[config.mk]
export PLATFORM = sky130hd
export DESIGN_NAME = rn_rename_map
export DESIGN_NICKNAME = d
export VERILOG_FILES = /design/src/rtl/rn_pkg.sv /design/src/rtl/rn_free_list.sv /design/src/rtl/rn_map_table.sv /design/src/rtl/rn_rename_map.sv
export SDC_FILE = /design/constraint.sdc
export NUM_CORES = 1
export LEC_CHECK = 0
export BUFFER_PORTS_ARGS = -buffer_cell sky130_fd_sc_hd__buf_4
export CORE_MARGIN = 2
export CORE_UTILIZATION = 60
export DETAILED_ROUTE_END_ITERATION = 6
export PLACE_DENSITY_LB_ADDON = 0.25
export SLEW_MARGIN = 10
export SYNTH_ARGS = -nofsm -noshare
export SYNTH_HDL_FRONTEND = slang
export SYNTH_SLANG_ARGS = --single-unit
[constraint.sdc]
create_clock -name clk -period 7.3 [get_ports clk]
set_input_delay 1.095 -clock clk [delete_from_list [all_inputs] [get_ports clk]]
set_output_delay 1.095 -clock clk [all_outputs]
set_load 0.05 [all_outputs]
[src/rtl/rn_pkg.sv]
package rn_pkg;

  // number of set bits in a lane mask
  function automatic int unsigned mask_ones(input logic [31:0] m);
    int unsigned n;
    n = 0;
    for (int i = 0; i < 32; i++) begin
      if (m[i]) n++;
    end
    return n;
  endfunction

  // number of set bits strictly below position lane: the free-list offset of that lane
  function automatic int unsigned mask_ones_below(input logic [31:0] m, input int unsigned lane);
    int unsigned n;
    n = 0;
    for (int i = 0; i < 32; i++) begin
      if (m[i] && (i < lane)) n++;
    end
    return n;
  endfunction

endpackage

[src/rtl/rn_free_list.sv]
module rn_free_list #(
  parameter int NUM_LOG  = 8,
  parameter int NUM_PHYS = 16,
  parameter int LANES    = 2,
  parameter int NUM_CKPT = 4,
  localparam int PW   = $clog2(NUM_PHYS),
  localparam int QW   = PW + 1,
  localparam int CW   = (NUM_CKPT > 1) ? $clog2(NUM_CKPT) : 1,
  localparam int INIT = NUM_PHYS - NUM_LOG
) (
  input  logic                      clk,
  input  logic                      rst_n,
  input  logic [QW-1:0]             pop_cnt,
  input  logic                      push_en,
  input  logic [PW-1:0]             push_preg,
  input  logic                      save,
  input  logic [CW-1:0]             save_slot,
  input  logic                      restore,
  input  logic [CW-1:0]             restore_slot,
  output logic [LANES-1:0][PW-1:0]  head_regs,
  output logic [QW-1:0]             free_cnt
);
  // ring of depth NUM_PHYS (power of two): pointers carry one wrap bit
  logic [PW-1:0] ring_q [NUM_PHYS];
  logic [QW-1:0] head_q, tail_q, head_nx;
  logic [QW-1:0] ck_head_q [NUM_CKPT];

  assign free_cnt = tail_q - head_q;
  assign head_nx  = restore ? ck_head_q[restore_slot] : head_q + pop_cnt;

  for (genvar l = 0; l < LANES; l++) begin : g_peek
    assign head_regs[l] = ring_q[head_q[PW-1:0] + PW'(l)];
  end

  always_ff @(posedge clk) begin
    if (!rst_n) begin
      for (int j = 0; j < NUM_PHYS; j++) begin
        ring_q[j] <= (j < INIT) ? PW'(NUM_LOG + j) : '0;
      end
      for (int c = 0; c < NUM_CKPT; c++) ck_head_q[c] <= '0;
      head_q <= '0;
      tail_q <= QW'(INIT);
    end else begin
      head_q <= head_nx;
      if (push_en) begin
        ring_q[tail_q[PW-1:0]] <= push_preg;
        tail_q <= tail_q + QW'(1);
      end
      if (save && !restore) ck_head_q[save_slot] <= head_nx;
    end
  end
endmodule

[src/rtl/rn_map_table.sv]
module rn_map_table #(
  parameter int NUM_LOG  = 8,
  parameter int NUM_PHYS = 16,
  parameter int LANES    = 2,
  parameter int NUM_CKPT = 4,
  localparam int LW = $clog2(NUM_LOG),
  localparam int PW = $clog2(NUM_PHYS),
  localparam int CW = (NUM_CKPT > 1) ? $clog2(NUM_CKPT) : 1
) (
  input  logic                         clk,
  input  logic                         rst_n,
  input  logic [LANES-1:0]             wr_en,
  input  logic [LANES-1:0][LW-1:0]     wr_log,
  input  logic [LANES-1:0][PW-1:0]     wr_phys,
  input  logic                         save,
  input  logic [CW-1:0]                save_slot,
  input  logic                         restore,
  input  logic [CW-1:0]                restore_slot,
  output logic [NUM_LOG-1:0][PW-1:0]   map_q
);
  logic [NUM_LOG-1:0][PW-1:0] map_nx;
  logic [NUM_LOG-1:0][PW-1:0] ck_q [NUM_CKPT];

  // younger lanes are applied last so they win on a shared destination
  always_comb begin
    map_nx = map_q;
    if (restore) begin
      map_nx = ck_q[restore_slot];
    end else begin
      for (int l = 0; l < LANES; l++) begin
        if (wr_en[l]) map_nx[wr_log[l]] = wr_phys[l];
      end
    end
  end

  always_ff @(posedge clk) begin
    if (!rst_n) begin
      for (int i = 0; i < NUM_LOG; i++) map_q[i] <= PW'(i);
      for (int c = 0; c < NUM_CKPT; c++) begin
        for (int i = 0; i < NUM_LOG; i++) ck_q[c][i] <= PW'(i);
      end
    end else begin
      map_q <= map_nx;
      if (save && !restore) ck_q[save_slot] <= map_nx;
    end
  end
endmodule

[src/rtl/rn_rename_map.sv]
module rn_rename_map
  import rn_pkg::*;
#(
  parameter int NUM_LOG  = 8,
  parameter int NUM_PHYS = 16,
  parameter int LANES    = 2,
  parameter int NUM_CKPT = 4,
  localparam int LW  = $clog2(NUM_LOG),
  localparam int PW  = $clog2(NUM_PHYS),
  localparam int CW  = (NUM_CKPT > 1) ? $clog2(NUM_CKPT) : 1,
  localparam int QW  = PW + 1,
  localparam int LIW = (LANES > 1) ? $clog2(LANES) : 1
) (
  input  logic                      clk,
  input  logic                      rst_n,
  input  logic [LANES-1:0]          rn_valid,
  input  logic [LANES-1:0]          rn_has_dst,
  input  logic [LANES-1:0][LW-1:0]  rn_dst,
  input  logic [LANES-1:0][LW-1:0]  rn_src_a,
  input  logic [LANES-1:0][LW-1:0]  rn_src_b,
  output logic                      rn_ready,
  output logic [LANES-1:0][PW-1:0]  rn_new_p,
  output logic [LANES-1:0][PW-1:0]  rn_old_p,
  output logic [LANES-1:0][PW-1:0]  rn_src_a_p,
  output logic [LANES-1:0][PW-1:0]  rn_src_b_p,
  input  logic                      cm_valid,
  input  logic [PW-1:0]             cm_preg,
  input  logic                      br_save,
  input  logic [CW-1:0]             br_slot,
  input  logic                      br_restore,
  input  logic [CW-1:0]             br_rslot
);
  // named internal events, also watched by the checker
  logic [LANES-1:0]           want_mask;
  logic [LANES-1:0]           alloc_mask;
  logic [QW-1:0]              need;
  logic [QW-1:0]              free_cnt;
  logic [QW-1:0]              pop_cnt;
  logic                       accept;
  logic [LANES-1:0][PW-1:0]   head_regs;
  logic [NUM_LOG-1:0][PW-1:0] map_q;

  assign want_mask  = rn_valid & rn_has_dst;
  assign need       = QW'(mask_ones(32'(want_mask)));
  assign rn_ready   = !br_restore && (need <= free_cnt);
  assign accept     = rn_ready && (|rn_valid);
  assign alloc_mask = accept ? want_mask : '0;
  assign pop_cnt    = accept ? need : '0;

  always_comb begin
    for (int l = 0; l < LANES; l++) begin
      rn_new_p[l] = head_regs[LIW'(mask_ones_below(32'(want_mask), l))];
    end
  end

  // translation with in-group override from older allocating lanes
  always_comb begin
    logic [PW-1:0] a_v, b_v, o_v;
    for (int l = 0; l < LANES; l++) begin
      a_v = map_q[rn_src_a[l]];
      b_v = map_q[rn_src_b[l]];
      o_v = map_q[rn_dst[l]];
      for (int k = 0; k < l; k++) begin
        if (want_mask[k] && rn_dst[k] == rn_src_a[l]) a_v = rn_new_p[k];
        if (want_mask[k] && rn_dst[k] == rn_src_b[l]) b_v = rn_new_p[k];
        if (want_mask[k] && rn_dst[k] == rn_dst[l])   o_v = rn_new_p[k];
      end
      rn_src_a_p[l] = a_v;
      rn_src_b_p[l] = b_v;
      rn_old_p[l]   = o_v;
    end
  end

  rn_free_list #(
    .NUM_LOG(NUM_LOG), .NUM_PHYS(NUM_PHYS), .LANES(LANES), .NUM_CKPT(NUM_CKPT)
  ) u_free (
    .clk          (clk),
    .rst_n        (rst_n),
    .pop_cnt      (pop_cnt),
    .push_en      (cm_valid),
    .push_preg    (cm_preg),
    .save         (br_save),
    .save_slot    (br_slot),
    .restore      (br_restore),
    .restore_slot (br_rslot),
    .head_regs    (head_regs),
    .free_cnt     (free_cnt)
  );

  rn_map_table #(
    .NUM_LOG(NUM_LOG), .NUM_PHYS(NUM_PHYS), .LANES(LANES), .NUM_CKPT(NUM_CKPT)
  ) u_map (
    .clk          (clk),
    .rst_n        (rst_n),
    .wr_en        (alloc_mask),
    .wr_log       (rn_dst),
    .wr_phys      (rn_new_p),
    .save         (br_save),
    .save_slot    (br_slot),
    .restore      (br_restore),
    .restore_slot (br_rslot),
    .map_q        (map_q)
  );
endmodule

==> run summary <==
Power
• 0.152 mV — maximum vdd drop
• 45.7% — sequential share of power
• 2.65 mW — internal power
• 231 mW/mm^2 — Cell Pwr Density
• 3.66 mW — total power
• 5.43 nW — Static Leakage
• 27.6% — Switching Share
• 37.6% — Clk pwr share
• 16.8% — Comb pwr share
• 1.01 mW — net switching component of the power

Worst setup path
• sky130_fd_sc_hd__dfxtp_2 — cell at the slowest stage of the critical path
• 2.02 ns — internal reg-to-reg setup slack
• output port — type of destination of the critical path
• 6.20 ns — data required time of the critical path
• u_free.ck_head_q[1][4] — worst flop-to-flop path endpoint
• reg -> out — startpoint-to-endpoint class of the critical path
• 36 — Worst Path Max Fanout
• u_free.head_q[0] — Worst R2R Start
• register — nature of the critical path startpoint
• 0.97 ns — max incr delay on CP
• 4.76 ns — data arrival time of the worst path
• 18 — number of cells traversed by the worst register-to-register path
• ha_1 -> mux4_2 -> nor2b_1 -> a2111oi_0 -> a221o_1 -> inv_1 -> buf_4 — sequence of cells on the critical path

Clock network
• 0.06 ns — clock edge transition at the registers on the reported setup and hold paths
• 0 — post-CTS sizing
• done — TritonCTS clock tree
• 0.54 ns — latest clock arrival within the worst-skew pair
• 0 — Hold-fix buffers, CTS
• 3 — number of buffers on the longest clock path
• 254 — clock net sink count
• sky130_fd_sc_hd__clkbuf_16 — library cell used as clock root buffer
• 1 — H-tree depth
• 0 — Post-CTS Setup Inserts
• 27 — number of clock buffers inserted by TritonCTS

Min path
• u_free.tail_q[4] — startpoint of the tightest hold check path
• 1 — worst hold stages
• reg -> reg — Hold Crit Class
• u_free.tail_q[4] — Worst Hold Endpoint

Logic synthesis
• multiplexers — largest family of logic cells by synthesized area
• 0.0143 mm^2 — post-synthesis instance area
• sky130_fd_sc_hd__edfxtp_1, sky130_fd_sc_hd__mux4_2, sky130_fd_sc_hd__dfxtp_1 — leading cell types by total area after synthesis
• 6.42% — area fraction in compound gates after synthesis
• 1.23% — parity-gate share of the synthesized area counting xor and xnor cells
• 13.6% — simple-gate share of the synthesized area
• 0% — share of synthesized registers carrying an async set or reset
• sky130_fd_sc_hd__edfxtp_1 — cell type with the highest aggregate area in the netlist
• 1167 — gate count of the mapped netlist
• 0 — count of yosys warnings during synthesis
• 1.51% — share of synthesized cell area in full adder, half adder and majority cells
• 12.2 um^2 — average instance area after synthesis
• 44.7% — post-synth top area share
• 23.4% — multiplexer share of the synthesized area
• sky130_fd_sc_hd__edfxtp_1 — primary flip-flop cell chosen by synthesis mapping
• sky130_fd_sc_hd__edfxtp_1, sky130_fd_sc_hd__nand2_1, sky130_fd_sc_hd__nor2_1, sky130_fd_sc_hd__mux4_2, sky130_fd_sc_hd__clkbuf_1 — commonest cells in the netlist
• 212 — EDFF count, synth
• 254 — synthesized flop and latch total
• sky130_fd_sc_hd__edfxtp_1 — most frequent cell after synthesis
• 58 — count of unique library cells instantiated by Yosys
• 50.6% — sequential element share of the synthesized area
• 1218 — Net Count, Synth

Die
• 60.9% — Initial Utilization
• 158 um — Die Y-Extent
• 0.0250 mm^2 — area of the die
• 158 um — die outline width
• 56 — count of standard-cell rows
• 0.0234 mm^2 — floorplan core area
• 68 — IO Pins

Finish
• 1242 — final layout net count
• 67.5% — post-route core utilization
• 0.00721 mm^2 — flip-flop and latch area
• 26.2% — proportion of layout cells with a drive suffix above 1
• 1742 — fill cell instance count of the final layout
• 10.9% — relative area change from synthesis to final layout
• 1531 — Non-Filler Instances
• 0.00659 mm^2 — footprint of the multi-input gates
• 0.0158 mm^2 — area of all placed cells without fillers
• 0 — total inserted antenna cells

Timing
• 0 — Setup-failing EPs final
• 5.86 ns — minimum clock period after layout
• 0 ns — Setup TNS
• 0.0116 ns — worst clock skew on the final layout
• 171 MHz — maximum clock frequency
• 0 — number of hold violations in the final report
• 0 — count of final max-slew check failures
• 20.7% — worst relative slew slack
• 80.2% — period utilization
• false — unrepaired setup endpoints after global routing
• 1.19 ns — Worst Tran Pin Value

Route
• met4 — max layer used
• 17.0 mm — met2 wire len
• 3.59 mm — Met3 Wirelength
• 1294 — DRC violation total after the first TritonRoute iteration
• 0 — ANT nets after route
• 5 — Pre-antenna DRT Iters
• 14.7 mm — wire length on met1
• 0 — DRC viols
• 10100 — total number of vias
• 23.7 um — wire length per cell after detailed routing
• 36.3 mm — routed wire length
• 6.57 — vias per inst

Place
• 0.0149 mm^2 — Placed Area
• 25.0 mm — Final HPWL DP
• 67 — Port Buf Inserts
• 0.917 — routability-driven placement congestion ratio
• 1481 — Inst Count DP

Flow run
• 0 — Maximum Capacitance Violations

GRT
• 0 — aggregate global routing overflow
• 0 — initial antenna violation count
• 29.7% — all-layer global routing usage
• 54 — pin count of the biggest net entering global routing
• 55.9 mm — first-pass GRT wire length
• 9717 — vias in the first global route

Run status
• completed — result of the run

==> through the flow <==
stage	setup slack, ns	hold slack [ns]
6_report	1.44	0.492
2_1_floorplan	2.67	0.458
3_3_place_gp	2.07	0.473
3_5_place_dp	1.96	0.486
4_1_cts	1.40	0.494
5_1_grt	1.13	0.515
==> flip-flops by register name, summed over array words and instances, names as in the netlist <==
| name | count |
|---|---|
| u_free.head_q | 5 |
| u_free.ck_head_q | 20 |
| u_free.tail_q | 5 |
| u_free.ring_q | 64 |
| u_map.map_q | 32 |
| u_map.ck_q | 128 |
==> power groups by stage <==
| stage | Combinational [mW] | Clock [mW] | Sequential [mW] |
|---|---|---|---|
| after floorplan | 0.450 | 0 | 1.67 |
| after global placement | 0.598 | 0 | 1.70 |
| after detailed placement | 0.606 | 0 | 1.70 |
| after CTS | 0.608 | 1.38 | 1.67 |
| after global routing | 0.653 | 1.43 | 1.68 |
| final | 0.613 | 1.37 | 1.67 |
==> cells in the final DEF (no fill, tap or decap), types with 7 or more instances in the layout <==
master,instances
sky130_fd_sc_hd__edfxtp_1,212
sky130_fd_sc_hd__nor3_1,9
sky130_fd_sc_hd__o21ai_1,8
sky130_fd_sc_hd__ha_1,14
sky130_fd_sc_hd__a21oi_1,34
sky130_fd_sc_hd__nand3_1,23
sky130_fd_sc_hd__nand2_1,149
sky130_fd_sc_hd__clkbuf_16,27
sky130_fd_sc_hd__mux4_2,105
sky130_fd_sc_hd__or3_1,7
sky130_fd_sc_hd__buf_4,82
sky130_fd_sc_hd__xor2_1,15
sky130_fd_sc_hd__inv_1,21
sky130_fd_sc_hd__dfxtp_1,41
sky130_fd_sc_hd__o21ai_0,49
sky130_fd_sc_hd__mux2_2,56
sky130_fd_sc_hd__nor2b_1,10
sky130_fd_sc_hd__and3_1,45
sky130_fd_sc_hd__a22oi_1,8
sky130_fd_sc_hd__mux2i_1,23
sky130_fd_sc_hd__nor2_1,142
sky130_fd_sc_hd__or2_2,15
sky130_fd_sc_hd__o311ai_0,10
==> metal layers <==
| metal | up-vias | global-route usage [%] |
|---|---|---|
| met4 | 0 | 9.52 |
| met1 | 4938 | 43.2 |
| met5 | - | 0 |
| met2 | 598 | 46.4 |
| met3 | 76 | 5.01 |
| li1 | 4443 | - |
==> layout make-up <==
| class | count | share of cell area, % |
|---|---|---|
| repair buffers | 82 | 3.90 |
| clock inverters | 17 | 1.13 |
| inverters | 24 | 0.657 |
| well taps | 319 | 2.53 |
| flip-flops and latches | 254 | 45.6 |
| clock buffers | 33 | 4.48 |
| multi-input cells | 802 | 41.7 |
==> critical path, delay by kind of cell (launching register included) <==
kind	cells	cell delay [ns]
muxes	1	0.59
AOI/OAI and AO/OA	2	1.18
adders and majority gates	1	0.91
buffers and inverters	2	0.39
and+or+nand+nor	1	0.15
DFF	1	0.97
==> worst max-delay path by stage <==
stage                           startpoint                      to  slack, ns  cells past startpoint
after CTS                 u_free.head_q[0]             rn_new_p[7]       1.40                      7
after global routing      u_free.head_q[0]             rn_new_p[7]       1.13                      7
final                     u_free.head_q[0]             rn_new_p[7]       1.44                      7
after global placement    u_free.head_q[0]             rn_new_p[7]       2.07                      7
after detailed placement       rn_valid[0]  u_free.ck_head_q[3][4]       1.96                     18
after floorplan              rn_has_dst[0]  u_free.ck_head_q[1][4]       2.67                     19
==> cells by family after synthesis <==
logic type	Yosys count
AOI/OAI and AO/OA	146
DFF	254
adders and majority gates	16
xor gates and xnor gates	20
muxes	191
and+or+nand+nor	429
buffers and inverters	111
(Power assumes the default switching activity.)
